<file path="src/rtl/gpio_regs_pkg.sv">
package gpio_regs_pkg;
  localparam int DATA_W   = 32;
  localparam int HALF_W   = DATA_W / 2;
  localparam int NUM_REGS = 12;

  // Word index = byte offset / 4; the decode depends on this order.
  typedef enum logic [3:0] {
    RI_MODE  = 4'd0,
    RI_OTYPE = 4'd1,
    RI_SPEED = 4'd2,
    RI_PULL  = 4'd3,
    RI_IDATA = 4'd4,
    RI_ODATA = 4'd5,
    RI_BSR   = 4'd6,
    RI_LOCK  = 4'd7,
    RI_AFLO  = 4'd8,
    RI_AFHI  = 4'd9,
    RI_BCLR  = 4'd10,
    RI_ASW   = 4'd11
  } reg_idx_e;
endpackage

</file>
<file path="src/rtl/gpio_addr_dec.sv">
module gpio_addr_dec
  import gpio_regs_pkg::*;
#(
  parameter int ADDR_W = 8
) (
  input  logic [ADDR_W-1:0]   addr_i,
  output logic [NUM_REGS-1:0] sel_o
);
  localparam int WORD_W = ADDR_W - 2;

  logic aligned;
  assign aligned = (addr_i[1:0] == 2'b00);

  for (genvar g = 0; g < NUM_REGS; g++) begin : g_sel
    assign sel_o[g] = aligned && (addr_i[ADDR_W-1:2] == WORD_W'(g));
  end
endmodule

</file>
<file path="src/rtl/gpio_cfg_reg.sv">
module gpio_cfg_reg #(
  parameter int           WIDTH = 32,
  parameter logic [WIDTH-1:0] RST = '0
) (
  input  logic             clk_i,
  input  logic             rst_ni,
  input  logic             we_i,
  input  logic [WIDTH-1:0] d_i,
  output logic [WIDTH-1:0] q_o
);
  always_ff @(posedge clk_i or negedge rst_ni) begin
    if (!rst_ni)   q_o <= RST;
    else if (we_i) q_o <= d_i;
  end
endmodule

</file>
<file path="src/rtl/gpio_odata_ctrl.sv">
module gpio_odata_ctrl
  import gpio_regs_pkg::*;
#(
  parameter int NUM_PINS = 16
) (
  input  logic              clk_i,
  input  logic              rst_ni,
  input  logic              wr_full_i,
  input  logic              wr_bsr_i,
  input  logic              wr_bclr_i,
  input  logic [DATA_W-1:0] wdata_i,
  output logic [NUM_PINS-1:0] odata_o
);
  logic [NUM_PINS-1:0] set_m, clr_m;
  assign set_m = wdata_i[NUM_PINS-1:0];
  assign clr_m = wdata_i[HALF_W +: NUM_PINS];

  always_ff @(posedge clk_i or negedge rst_ni) begin
    if (!rst_ni)        odata_o <= '0;
    else if (wr_full_i) odata_o <= set_m;
    else if (wr_bsr_i)  odata_o <= (odata_o & ~clr_m) | set_m;  // set applied last: wins
    else if (wr_bclr_i) odata_o <= odata_o & ~set_m;
  end
endmodule

</file>
<file path="src/rtl/gpio_rdata_mux.sv">
module gpio_rdata_mux
  import gpio_regs_pkg::*;
(
  input  logic                clk_i,
  input  logic                rst_ni,
  input  logic                rd_en_i,
  input  logic [NUM_REGS-1:0] sel_i,
  input  logic [DATA_W-1:0]   words_i [NUM_REGS],
  output logic [DATA_W-1:0]   rdata_o
);
  logic [DATA_W-1:0] rd_next;

  always_comb begin
    rd_next = '0;
    for (int i = 0; i < NUM_REGS; i++) begin
      if (sel_i[i]) rd_next = rd_next | words_i[i];
    end
  end

  always_ff @(posedge clk_i or negedge rst_ni) begin
    if (!rst_ni)      rdata_o <= '0;
    else if (rd_en_i) rdata_o <= rd_next;
  end
endmodule

</file>
<file path="src/rtl/gpio_port_regs.sv">
module gpio_port_regs
  import gpio_regs_pkg::*;
#(
  parameter int          NUM_PINS  = 16,
  parameter int          ADDR_W    = 8,
  parameter logic [31:0] MODE_RST  = 32'hFFFF_FFFF,
  parameter logic [31:0] SPEED_RST = 32'h0C00_0000,
  parameter logic [31:0] PULL_RST  = 32'h6400_0000
) (
  input  logic                  clk_i,
  input  logic                  rst_ni,
  input  logic                  wr_en_i,
  input  logic                  rd_en_i,
  input  logic [ADDR_W-1:0]     addr_i,
  input  logic [31:0]           wdata_i,
  output logic [31:0]           rdata_o,
  input  logic [NUM_PINS-1:0]   pin_in_i,
  output logic [2*NUM_PINS-1:0] mode_o,
  output logic [NUM_PINS-1:0]   otype_o,
  output logic [2*NUM_PINS-1:0] speed_o,
  output logic [2*NUM_PINS-1:0] pull_o,
  output logic [NUM_PINS-1:0]   odata_o,
  output logic                  upd_o
);
  localparam int FW = 2 * NUM_PINS;
  localparam logic [NUM_REGS-1:0] UPD_MASK = ~(NUM_REGS'(1) << RI_IDATA);

  logic [NUM_REGS-1:0] sel, we;
  logic [DATA_W-1:0]   words [NUM_REGS];
  logic [NUM_PINS-1:0] lock_q, asw_q;
  logic [DATA_W-1:0]   aflo_q, afhi_q;
  logic                upd_q;

  gpio_addr_dec #(.ADDR_W(ADDR_W)) u_dec (
    .addr_i (addr_i),
    .sel_o  (sel)
  );

  assign we = sel & {NUM_REGS{wr_en_i}};

  // 2-bit-per-pin fields
  gpio_cfg_reg #(.WIDTH(FW), .RST(MODE_RST[FW-1:0])) u_mode (
    .clk_i, .rst_ni, .we_i(we[RI_MODE]), .d_i(wdata_i[FW-1:0]), .q_o(mode_o));
  gpio_cfg_reg #(.WIDTH(FW), .RST(SPEED_RST[FW-1:0])) u_speed (
    .clk_i, .rst_ni, .we_i(we[RI_SPEED]), .d_i(wdata_i[FW-1:0]), .q_o(speed_o));
  gpio_cfg_reg #(.WIDTH(FW), .RST(PULL_RST[FW-1:0])) u_pull (
    .clk_i, .rst_ni, .we_i(we[RI_PULL]), .d_i(wdata_i[FW-1:0]), .q_o(pull_o));

  // 1-bit-per-pin fields: upper half never stored
  gpio_cfg_reg #(.WIDTH(NUM_PINS), .RST('0)) u_otype (
    .clk_i, .rst_ni, .we_i(we[RI_OTYPE]), .d_i(wdata_i[NUM_PINS-1:0]), .q_o(otype_o));
  gpio_cfg_reg #(.WIDTH(NUM_PINS), .RST('0)) u_lock (
    .clk_i, .rst_ni, .we_i(we[RI_LOCK]), .d_i(wdata_i[NUM_PINS-1:0]), .q_o(lock_q));
  gpio_cfg_reg #(.WIDTH(NUM_PINS), .RST('0)) u_asw (
    .clk_i, .rst_ni, .we_i(we[RI_ASW]), .d_i(wdata_i[NUM_PINS-1:0]), .q_o(asw_q));

  // Alternate-function words: stored only
  gpio_cfg_reg #(.WIDTH(DATA_W), .RST('0)) u_aflo (
    .clk_i, .rst_ni, .we_i(we[RI_AFLO]), .d_i(wdata_i), .q_o(aflo_q));
  gpio_cfg_reg #(.WIDTH(DATA_W), .RST('0)) u_afhi (
    .clk_i, .rst_ni, .we_i(we[RI_AFHI]), .d_i(wdata_i), .q_o(afhi_q));

  gpio_odata_ctrl #(.NUM_PINS(NUM_PINS)) u_odata (
    .clk_i,
    .rst_ni,
    .wr_full_i (we[RI_ODATA]),
    .wr_bsr_i  (we[RI_BSR]),
    .wr_bclr_i (we[RI_BCLR]),
    .wdata_i   (wdata_i),
    .odata_o   (odata_o)
  );

  assign words[RI_MODE]  = DATA_W'(mode_o);
  assign words[RI_OTYPE] = DATA_W'(otype_o);
  assign words[RI_SPEED] = DATA_W'(speed_o);
  assign words[RI_PULL]  = DATA_W'(pull_o);
  assign words[RI_IDATA] = DATA_W'(pin_in_i);
  assign words[RI_ODATA] = DATA_W'(odata_o);
  assign words[RI_BSR]   = '0;
  assign words[RI_LOCK]  = DATA_W'(lock_q);
  assign words[RI_AFLO]  = aflo_q;
  assign words[RI_AFHI]  = afhi_q;
  assign words[RI_BCLR]  = '0;
  assign words[RI_ASW]   = DATA_W'(asw_q);

  gpio_rdata_mux u_rd (
    .clk_i,
    .rst_ni,
    .rd_en_i (rd_en_i),
    .sel_i   (sel),
    .words_i (words),
    .rdata_o (rdata_o)
  );

  always_ff @(posedge clk_i or negedge rst_ni) begin
    if (!rst_ni) upd_q <= 1'b0;
    else         upd_q <= |(we & UPD_MASK);
  end
  assign upd_o = upd_q;
endmodule

</file>
<file path="config.mk">
export PLATFORM = sky130hd
export DESIGN_NAME = gpio_port_regs
export DESIGN_NICKNAME = d
export VERILOG_FILES = /design/src/rtl/gpio_regs_pkg.sv /design/src/rtl/gpio_addr_dec.sv /design/src/rtl/gpio_cfg_reg.sv /design/src/rtl/gpio_odata_ctrl.sv /design/src/rtl/gpio_rdata_mux.sv /design/src/rtl/gpio_port_regs.sv
export SDC_FILE = /design/constraint.sdc
export NUM_CORES = 1
export LEC_CHECK = 0
export ABC_CLOCK_PERIOD_IN_PS = 2100
export BUFFER_PORTS_ARGS = -buffer_cell sky130_fd_sc_hd__buf_4
export CAP_MARGIN = 40
export CORE_UTILIZATION = 61
export DETAILED_ROUTE_END_ITERATION = 6
export PLACE_DENSITY = 0.84
export SLEW_MARGIN = 20
export SYNTH_ARGS = -nofsm -noshare
export SYNTH_HDL_FRONTEND = slang
export SYNTH_HIERARCHICAL = 1
export SYNTH_SLANG_ARGS = --single-unit
</file>
<file path="constraint.sdc">
create_clock -name clk_i -period 2.1 [get_ports clk_i]
set_clock_uncertainty 0.05 [all_clocks]
set_input_delay 0.105 -clock clk_i [delete_from_list [all_inputs] [get_ports clk_i]]
set_output_delay 0.105 -clock clk_i [all_outputs]
set_load 0.01 [all_outputs]
</file>
## Yosys cells after proc, flatten, opt, wreduce, memory -nomap -nowiden

Index checks and enable logic that the tools add are counted.
Widths: inputs -> output; s select.

- Register bits after elaboration: 257
- Output and inout port bits: 161
- Word-level logic and storage cells: 66

- Equality and inequality tests: 11
- Muxes and demuxes: 13
- Bitwise logic cells: 15
- Reductions and logical operators: 16

Operator list:

| operator | number |
|---|---|
| $mux 32 | 10 |
| $or 32x16->32 | 5 |
| $or 32x32->32 | 4 |
| $mux 16 | 3 |
| $and 16x16->16 | 2 |
| $not 16->16 | 2 |
| $eq 6x3->1 const B | 4 |
| $eq 6x4->1 const B | 4 |
| $or 16x16->16 | 1 |
| $and 12x12->12 | 1 |
| $eq 6x2->1 const B | 2 |
| $logic_and 1x1->1 | 12 |
| $reduce_or 11->1 | 1 |
| $eq 6x1->1 const B | 1 |
| $logic_not 6->1 | 1 |
| $reduce_bool 3->1 | 1 |
| $logic_not 2->1 | 1 |

## Logic depth before layout (Yosys ltp)

Gate-level depths: netlist of run 1.

- Depth in word-level cells: 21
- Gate-level depth with buffers: 10

## Modules after synthesis

Netlist of run 1, hierarchy kept.

Modules (own cells, without submodules):

| module | times used | cells an instance | area each (µm²) | seq. area each (µm²) |
|---|---|---|---|---|
| gpio_rdata_mux | 1 | 363 | 3,040.4 | 800.8 |
| gpio_cfg_reg at u_afhi ... | 2 | 68 | 1,345.0 | 800.8 |
| gpio_cfg_reg at u_asw ... | 3 | 34 | 649.4 | 400.4 |
| gpio_cfg_reg at u_mode | 1 | 68 | 1,385.1 | 840.8 |
| gpio_cfg_reg at u_pull | 1 | 68 | 1,348.8 | 804.5 |
| gpio_cfg_reg at u_speed | 1 | 68 | 1,347.5 | 803.3 |
| gpio_odata_ctrl | 1 | 105 | 864.6 | 400.4 |
| gpio_port_regs | 1 | 19 | 140.1 | 25.0 |
| gpio_addr_dec | 1 | 20 | 123.9 | 0.0 |

## Worst setup path after synthesis of run 1

No wires, ideal clock.

- Path kind: input -> register
- From: input addr_i[1]
- To: register u_otype.q_o[10]
- Setup time: 0.125 ns
- Data arrival time: 2.275 ns
- Data required time: 1.925 ns
- Setup slack: -0.350 ns
- Stages on the path: 7
- Path buffers: 3
- Cell sequence: or4_4 buf_6 nor4_1 and2_1 buf_6 buf_12 mux2_4

- Word-level cells in the longest chain between the ends: 3

Ends and longest elaborated chain:

| what | RTL line | RTL |
|---|---|---|
| start: declaration | gpio_port_regs.sv:14 | `input logic [ADDR_W-1:0] addr_i,` |
| $logic_not 2->1 | gpio_addr_dec.sv:12 | `assign aligned = (addr_i[1:0] == 2'b00);` |
| $logic_and 1x1->1 | gpio_addr_dec.sv:15 | `assign sel_o[g] = aligned && (addr_i[ADDR_W-1:2] == WORD_W'(g));` |
| via sel[1] | gpio_port_regs.sv:28 | `logic [NUM_REGS-1:0] sel, we;` |
| $and 12x12->12 | gpio_port_regs.sv:39 | `assign we = sel & {NUM_REGS{wr_en_i}};` |
| via we[1] | gpio_port_regs.sv:28 |  |
| end signal: assignment | gpio_cfg_reg.sv:13 | `else if (we_i) q_o <= d_i;` |
| end: declaration | gpio_cfg_reg.sv:9 | `output logic [WIDTH-1:0] q_o` |

The timed path passes the listed nets, and every way through them passes these cells.
A chain may end at the register's enable or synchronous reset.

## Worst setup path in the final report of run 1

- From: input addr_i[1]
- To: register u_odata.odata_o[4]

- Elaborated cells between the ends (all ways): 8
- Those cells by class: 2 x mux; 1 x bitwise; 5 x reduce/logical

RTL lines:

| what | RTL line | RTL |
|---|---|---|
| $logic_not 2->1 (*) | gpio_addr_dec.sv:12 |  |
| $logic_and 1x1->1 (*) | gpio_addr_dec.sv:15 |  |
| via sel[5] | gpio_port_regs.sv:28 |  |
| $and 12x12->12 (*) | gpio_port_regs.sv:39 |  |
| via we[5] | gpio_port_regs.sv:28 |  |
| $reduce_bool 3->1 (no source line) / $mux 16 (equally long branches) | -- |  |
| end signal: assignment | gpio_odata_ctrl.sv:20 | `else if (wr_full_i) odata_o <= set_m;` |
| end signal: assignment | gpio_odata_ctrl.sv:21 | `else if (wr_bsr_i) odata_o <= (odata_o & ~clr_m) \| set_m;` |
| end signal: assignment | gpio_odata_ctrl.sv:22 | `else if (wr_bclr_i) odata_o <= odata_o & ~set_m;` |
| end: declaration | gpio_odata_ctrl.sv:12 | `output logic [NUM_PINS-1:0] odata_o` |

Mark *: on every way through the listed nets, which the timed path passes. The rest lies on a longest branch.

==> run summary, run 1 <==
status = finished clean
# rows = 52
Clock Pin Slew Worst Setup and Hold Paths = 0.07 ns
worst min-delay path class = in -> async
Post-Synthesis Cells = 949
via count = 10500
slowest stage delay, CP = 0.70 ns
largest net degree at the start of global routing = 65
fin. max-slew vios = 0
crit-path max FO = 15
slowest CP cell = or4_4
die area = 21710 µm²
number of fillers in the final layout = 1082
Yosys reg bits = 257
CP Data Required Time = 2.48 ns
Slew HR = 54.53%
I/O Pins = 221
achievable frequency = 542.1 MHz
Hold Vio Cnt, Final = 0
top_reg_cell synth = dfrtp_1
drt pass-1 iters = 6
cell area after layout = 16840 µm²
EDFF count, synth = 0
Tcrit/Tclk final = 87.84%
Via density = 6.286
crit end category = flop
type of the worst setup path = in -> reg
post-synthesis cell area = 12890 µm²
synth warn = 6
Routed wire per std cell = 24.38 µm
number of nets still failing antenna checks after routing = 0
largest area contributor in the netlist = dfrtp_1
CTS tree = yes
CTS Buf Count = 26
Final setup viols = 0
top cells by area, synth = dfrtp_1 43%, mux2_4 21%, dfstp_2 7.5%, a22oi_1 7.5%, buf_12 2.8%
I/O Buffers = 220
clk_lat worst skew = 0.55 ns
GRT overflow = 0
Worst Max-Slew Pin Slew = 0.6820 ns
Reg2Reg Depth = 3
post-synth top area share = 42.71%
cells along the critical path = buf_4, or4_4, buf_4, nor3_4, and2_2, inv_1, a31oi_1, nor2_1
WP data arrival = 2.22 ns
crit path buf inv count = 3
master cell of the clock root buffer = clkbuf_16
Std-Cell Core Area = 20490 µm²
synthesis-to-finish area growth = 30.70%
initial antenna violation count = 1
Netlist cell types = 34
post-cts resize count = 0
initial core utilization = 62.89%
RSZ-0062 raised after global routing = false
Total GRT Usage = 37.97%
Async SR Flop Fraction = 100.0%
maxcap violations = 0
dpl hpwl = 25190 µm
die height = 147.4 µm
WL final = 40710 µm
worst vdd ir = 0.0006630 V
number of DRC markers in iteration 0 = 1038
GPL Wtd Cong = 0.8554
crit start category = primary input
PwrDens = 655.2 nW/µm²
Die Span X = 147.4 µm
WHS = 0.06771 ns
crit-path most repeated cell = buf_4
vias in the first global route = 11100
DRC viols = 0
first-pass GRT wire length = 63270 µm
layout cells sized above 1 = 43.17%
Final Critical Period = 1.845 ns
commonest non-fill, non-tap cell in the layout = buf_4
Total Power = 11.04 mW
Final #Nets = 1440
most frequent cells in the layout = 272 x buf_4, 220 x dfrtp_1, 180 x mux2_4, 144 x conb_1, 128 x a22oi_1
post-CTS setup buffers = 0
synthesized area per cell = 13.58 µm²
clk buf depth = 3
LEAKAGE = 8.058 nW
sequential fraction of the synthesis area = 50.26%
CTS H-tree lvls = 1
DP Area = 15550 µm²
cell family with most CP delay = simple AND/OR/NAND/NOR gates
CTS sink count = 257
Worst path depth = 8
## power breakdown
group | internal (mW) | total, mW | switching [mW]
clock | 2.43 | 4.42 | 1.99
sequential | 5.22 | 5.42 | 0.203
combinational | 0.631 | 1.20 | 0.565
## flip-flops by register name, indices dropped and copies added, names as in the netlist
name             flops
u_afhi/q_o          32
u_aflo/q_o          32
u_mode/q_o          32
u_pull/q_o          32
u_rd/rdata_o        32
u_speed/q_o         32
u_asw/q_o           16
u_lock/q_o          16
u_odata/odata_o     16
u_otype/q_o         16
upd_o                1
## metal layers
layer	GRT usage, %	vias up	wire length (µm)
met4	20.57	0	2065
met3	8.696	169	3793
li1	-	4375	-
met1	47.47	5232	15130
met5	0	-	0
met2	61.42	721	19720
## Yosys cell counts, types with 4 or more instances
cell type,count
a222oi_1,32
and2_1,10
a21oi_1,7
nand2_1,64
clkbuf_1,25
a31oi_1,16
dfrtp_1,220
o22a_1,32
buf_2,19
nor2_1,17
a21oi_2,10
dfstp_2,37
nor3_1,7
mux2_4,180
buf_6,13
nor4_1,6
nand2b_1,4
a22oi_1,128
nand3_1,32
nand4_1,32
mux2_2,28
buf_12,18
## logic make-up after synthesis
logic type / Yosys count / share of synthesized area, %
AOI/OAI and AO/OA: 226 / 13.89
buffers and inverters: 80 / 5.660
DFF: 257 / 50.26
muxes: 208 / 23.42
other: 1 / 0.02910
and+or+nand+nor: 177 / 6.747
## what timing repair did
item / CTS / global route
endpoints found under the setup margin: 0 / 0
endpoints found under the hold margin: 473 / 0
hold buffers: 50 / 0
## final timing paths
check                         startpoint                  to  slack [ns]
min                               rst_ni      u_aflo/q_o[16]        0.07
min in group clk_i               rd_en_i    u_rd/rdata_o[13]        0.16
min reg2reg                 u_asw/q_o[2]        u_asw/q_o[2]        0.46
max reg2reg                u_mode/q_o[6]     u_rd/rdata_o[6]        0.57
max                            addr_i[1]  u_odata/odata_o[4]        0.26
max in group asynchronous         rst_ni       u_mode/q_o[2]        1.16
## area by class of cell
class / count / area (µm²) / share of cell area [%]
diodes: 1 / 2.502 / 0.01486
clock buffers: 37 / 732.0 / 4.345
clock inverters: 10 / 63.81 / 0.3788
inverters: 2 / 7.507 / 0.04457
multi-input cells: 755 / 6366 / 37.79
flip-flops and latches: 257 / 6477 / 38.45
well taps: 270 / 337.8 / 2.005
repair buffers: 338 / 2858 / 16.97
## stage by stage
stage | std cells | TNS, ns | setup slack, ns | utilization [%]
3_5_place_dp | 1572 | -17.16 | -0.2024 | 75.85
4_1_cts | 1669 | 0 | 0.3522 | 82.18
2_1_floorplan | 1092 | -1.358 | -0.04528 | -
5_1_grt | 1670 | 0 | 0.2428 | 82.19
6_report | 1670 | 0 | 0.2553 | 82.19
3_3_place_gp | 1572 | -9.972 | -0.1239 | 75.85
(Power assumes the default switching activity.)
==> run 2: changes to the inputs <==
- CORE_UTILIZATION: 61 -> 60
- PLACE_DENSITY: 0.84 -> 0.83
- SKIP_LAST_GASP: not set -> 1
- SYNTH_HIERARCHICAL: 1 -> not set
==> run summary, run 2 <==
Yosys reg bits = 257 (unchanged)
post-synth top area share = 45.21% (+2.5 points)
simple-gate portion of the synthesized area = 7.428% (+0.68 points)
crit end category = flop
Tcrit/Tclk final = 95.45% (+7.6 points)
first-pass GRT wire length = 58510 µm (-7.5%)
maxcap violations = 0 (unchanged)
CP Data Required Time = 2.46 ns (-0.02 ns)
Final #Nets = 1275 (-11%)
largest area contributor in the netlist = dfrtp_1
Compound-Gate Fraction of Synth Area = 12.09% (-1.8 points)
hold path depth = 4
Hold Vio Cnt, Final = 1 (+1)
CTS Buf Count = 27 (+3.8%)
status = complete, but fails checks
PwrDens = 728.1 nW/µm² (+11%)
crit start category = primary input
die area = 20870 µm² (-3.9%)
Critical R2R Launch = u_pull.q_o[7]
synth warn = 0 (-6)
master cell of the clock root buffer = clkbuf_16
CTS H-tree lvls = 1 (unchanged)
Final Critical Period = 2.004 ns (+0.1598 ns)
type of the worst setup path = in -> reg
setup TNS = 0 ns (unchanged)
failing checks = DRC, hold timing
post-synthesis mux area share = 23.79% (+0.37 points)
Std-Cell Core Area = 19650 µm² (-4.1%)
Die Span X = 144.5 µm (-2.0%)
synthesis-to-finish area growth = 29.18%
I/O Pins = 221 (unchanged)
I/O Buffers = 220 (unchanged)
# rows = 51 (-1.9%)
Worst Max-Slew Pin Slew = 0.6903 ns (+0.008288 ns)
Clock Pin Slew Worst Setup and Hold Paths = 0.06 ns (about the same)
initial core utilization = 61.96% (-0.93 points)
Sw Ratio = 24.79% (-0.19 points)
drt pass-1 iters = 7 (+1)
synthesized area per cell = 12.78 µm² (-5.9%)
GRT overflow = 0 (unchanged)
number of fillers in the final layout = 1173 (+8.4%)
adder-cell share of the synthesized area = 0% (unchanged)
clk buf depth = 3 (unchanged)
reg2reg end = u_rd.rdata_o[7]
achievable frequency = 498.9 MHz (-8.0%)
hold path endpoint = u_rd.rdata_o[13]
largest family of logic cells by synthesized area = multiplexers
count leader, synth = dfrtp_1
Psw = 2.839 mW (+3.0%)
DRC viols = 1 (+1)
commonest non-fill, non-tap cell in the layout = buf_4
Final Core Density = 80.04% (-2.1 points)
Routed wire per std cell = 25.12 µm (+3.0%)
Comb power frac = 11.9% (+1.1 points)
cell area after layout = 15730 µm² (-6.6%)
DP Area = 14450 µm² (-7.0%)
layout cells sized above 1 = 41.30% (-1.9 points)
clk_lat worst skew = 0.53 ns (-0.02 ns)
WL final = 37680 µm (-7.4%)
vias in the first global route = 10140 (-8.6%)
Post-Syn Nets = 1013
Final setup viols = 0 (unchanged)
fin. max-slew vios = 0 (unchanged)
Clock Power Share = 40.6% (+0.6 points)
initial antenna violation count = 0 (-1)
WHS = -0.002140 ns (-0.06985 ns)
Post-Synthesis Cells = 953 (+0.42%)
Via density = 6.641 (+5.7%)
via count = 9962 (-5.1%)
EDFF count, synth = 0 (unchanged)
Netlist cell types = 64 (+88%)
number of DRC markers in iteration 0 = 952 (-8.3%)
WP data arrival = 2.36 ns (+0.14 ns)
largest net degree at the start of global routing = 100 (+54%)
Slew HR = 53.89% (-0.65 points)
most frequent cells in the layout = 276 x buf_4, 220 x dfrtp_1, 118 x mux2_2, 95 x mux2_1, 43 x mux2i_1
Pint = 8.615 mW (+4.0%)
flop2flop setup slack = 0.21 ns (-0.36 ns)
Async SR Flop Fraction = 100.0% (unchanged)
top_reg_cell synth = dfrtp_1
HP Start = pin_in_i[13]
worst vdd ir = 0.0006595 V (-0.53%)
Flop pwr share = 47.5% (-1.6 points)
synth cell count leaders = 220 x dfrtp_1, 118 x mux2_2, 95 x mux2_1
number of nets still failing antenna checks after routing = 0 (unchanged)
Reg2Reg Depth = 4 (+1)
crit-path max FO = 12 (-3)
dpl hpwl = 25160 µm (-0.15%)
Inserted Diodes = 0 (-1)
Total GRT Usage = 37.43% (-0.54 points)
RSZ-0062 raised after global routing = false
sequential fraction of the synthesis area = 53.19% (+2.9 points)
post-synthesis cell area = 12180 µm² (-5.5%)
top cells by area, synth = dfrtp_1 45%, mux2_2 11%, mux2_1 8.8%, dfstp_2 8.0%, mux2i_1 3.5%
worst min-delay path class = in -> reg
die height = 144.5 µm (-2.0%)
GPL Wtd Cong = 0.9488 (+11%)
LEAKAGE = 7.614 nW (-5.5%)
CTS tree = yes
CTS sink count = 257 (unchanged)
Total Power = 11.45 mW (+3.8%)
XOR/XNOR share of the synthesized area = 0% (unchanged)
-- run 2: cell types whose count changed after synthesis, moves of 34 or more --
cell and change:
mux2_4 -180, a22oi_1 -118, mux2_1 +95, mux2_2 +90
mux2i_1 +43, a22o_1 +38, nand2_1 -34
-- run 2: area by class of cell --
| type | count | area (µm²) | share of cell area (%) |
|---|---|---|---|
| multi-input combinational | 599 | 5321 | 33.83 |
| timing repair buffer | 329 | 2734 | 17.38 |
| tap | 265 | 331.6 | 2.108 |
| inverter | 1 | 3.754 | 0.02386 |
| clock buffer | 41 | 798.3 | 5.074 |
| clock inverter | 8 | 65.06 | 0.4136 |
| sequential | 257 | 6477 | 41.18 |
-- run 2: kinds of logic (layout without fill, tap and decap cells) --
kind of cell	Yosys count	count (layout)
AND/OR/NAND/NOR	159	159
flip-flops	257	257
multiplexers	259	259
buffers and inverters	97	379
AO/OA/AOI/OAI	181	181
-- run 2: worst max-delay path by stage --
stage                     cells after the start       from  slack [ns]                to
final                                         7  addr_i[2]         0.1   u_rd.rdata_o[7]
after global routing                          7  addr_i[2]        0.02   u_rd.rdata_o[7]
after CTS                                     7  addr_i[2]        0.03   u_rd.rdata_o[7]
after detailed placement                      5  addr_i[4]        0.10      u_asw.q_o[0]
after global placement                        6  addr_i[1]        0.15  u_rd.rdata_o[12]
after floorplan                               6  addr_i[1]        0.17      u_asw.q_o[0]
-- run 2: critical path, cell delays in order --
cell and delay (ns):
dlygate4sd3_1 0.54, buf_6 0.17, buf_8 0.17, mux4_2 0.53
a22oi_1 0.16, a31oi_1 0.10, dlygate4sd3_1 0.58
-- run 2: power groups by stage --
stage / Sequential, mW / Clock, mW / Combinational, mW
global placement: 5.51 / 0 / 1.25
global route: 5.47 / 4.87 / 1.46
CTS: 5.44 / 4.67 / 1.35
finish: 5.45 / 4.65 / 1.36
detailed placement: 5.52 / 0 / 1.28
floorplan: 5.54 / 0 / 0.498
-- run 2: timing repair --
action	4_1_cts	5_1_grt
resized for setup	0	3
hold buffers	38	0
endpoints found under the setup margin	0	1
endpoints found under the hold margin	493	0
setup buffers	0	3
-- run 2: layer usage --
metal	part of all wire [%]	global-route usage, %
met1	39	49.75
met5	0	0
met3	9.5	7.483
met4	4.9	17.12
met2	47	59.41
-- run 2: metrics by stage --
step / instances / setup WS, ns
floorplan: 953 / 0.1694
global placement: 1410 / 0.1545
CTS: 1497 / 0.03252
finish: 1500 / 0.09553
global route: 1500 / 0.01780
detailed placement: 1410 / 0.1028
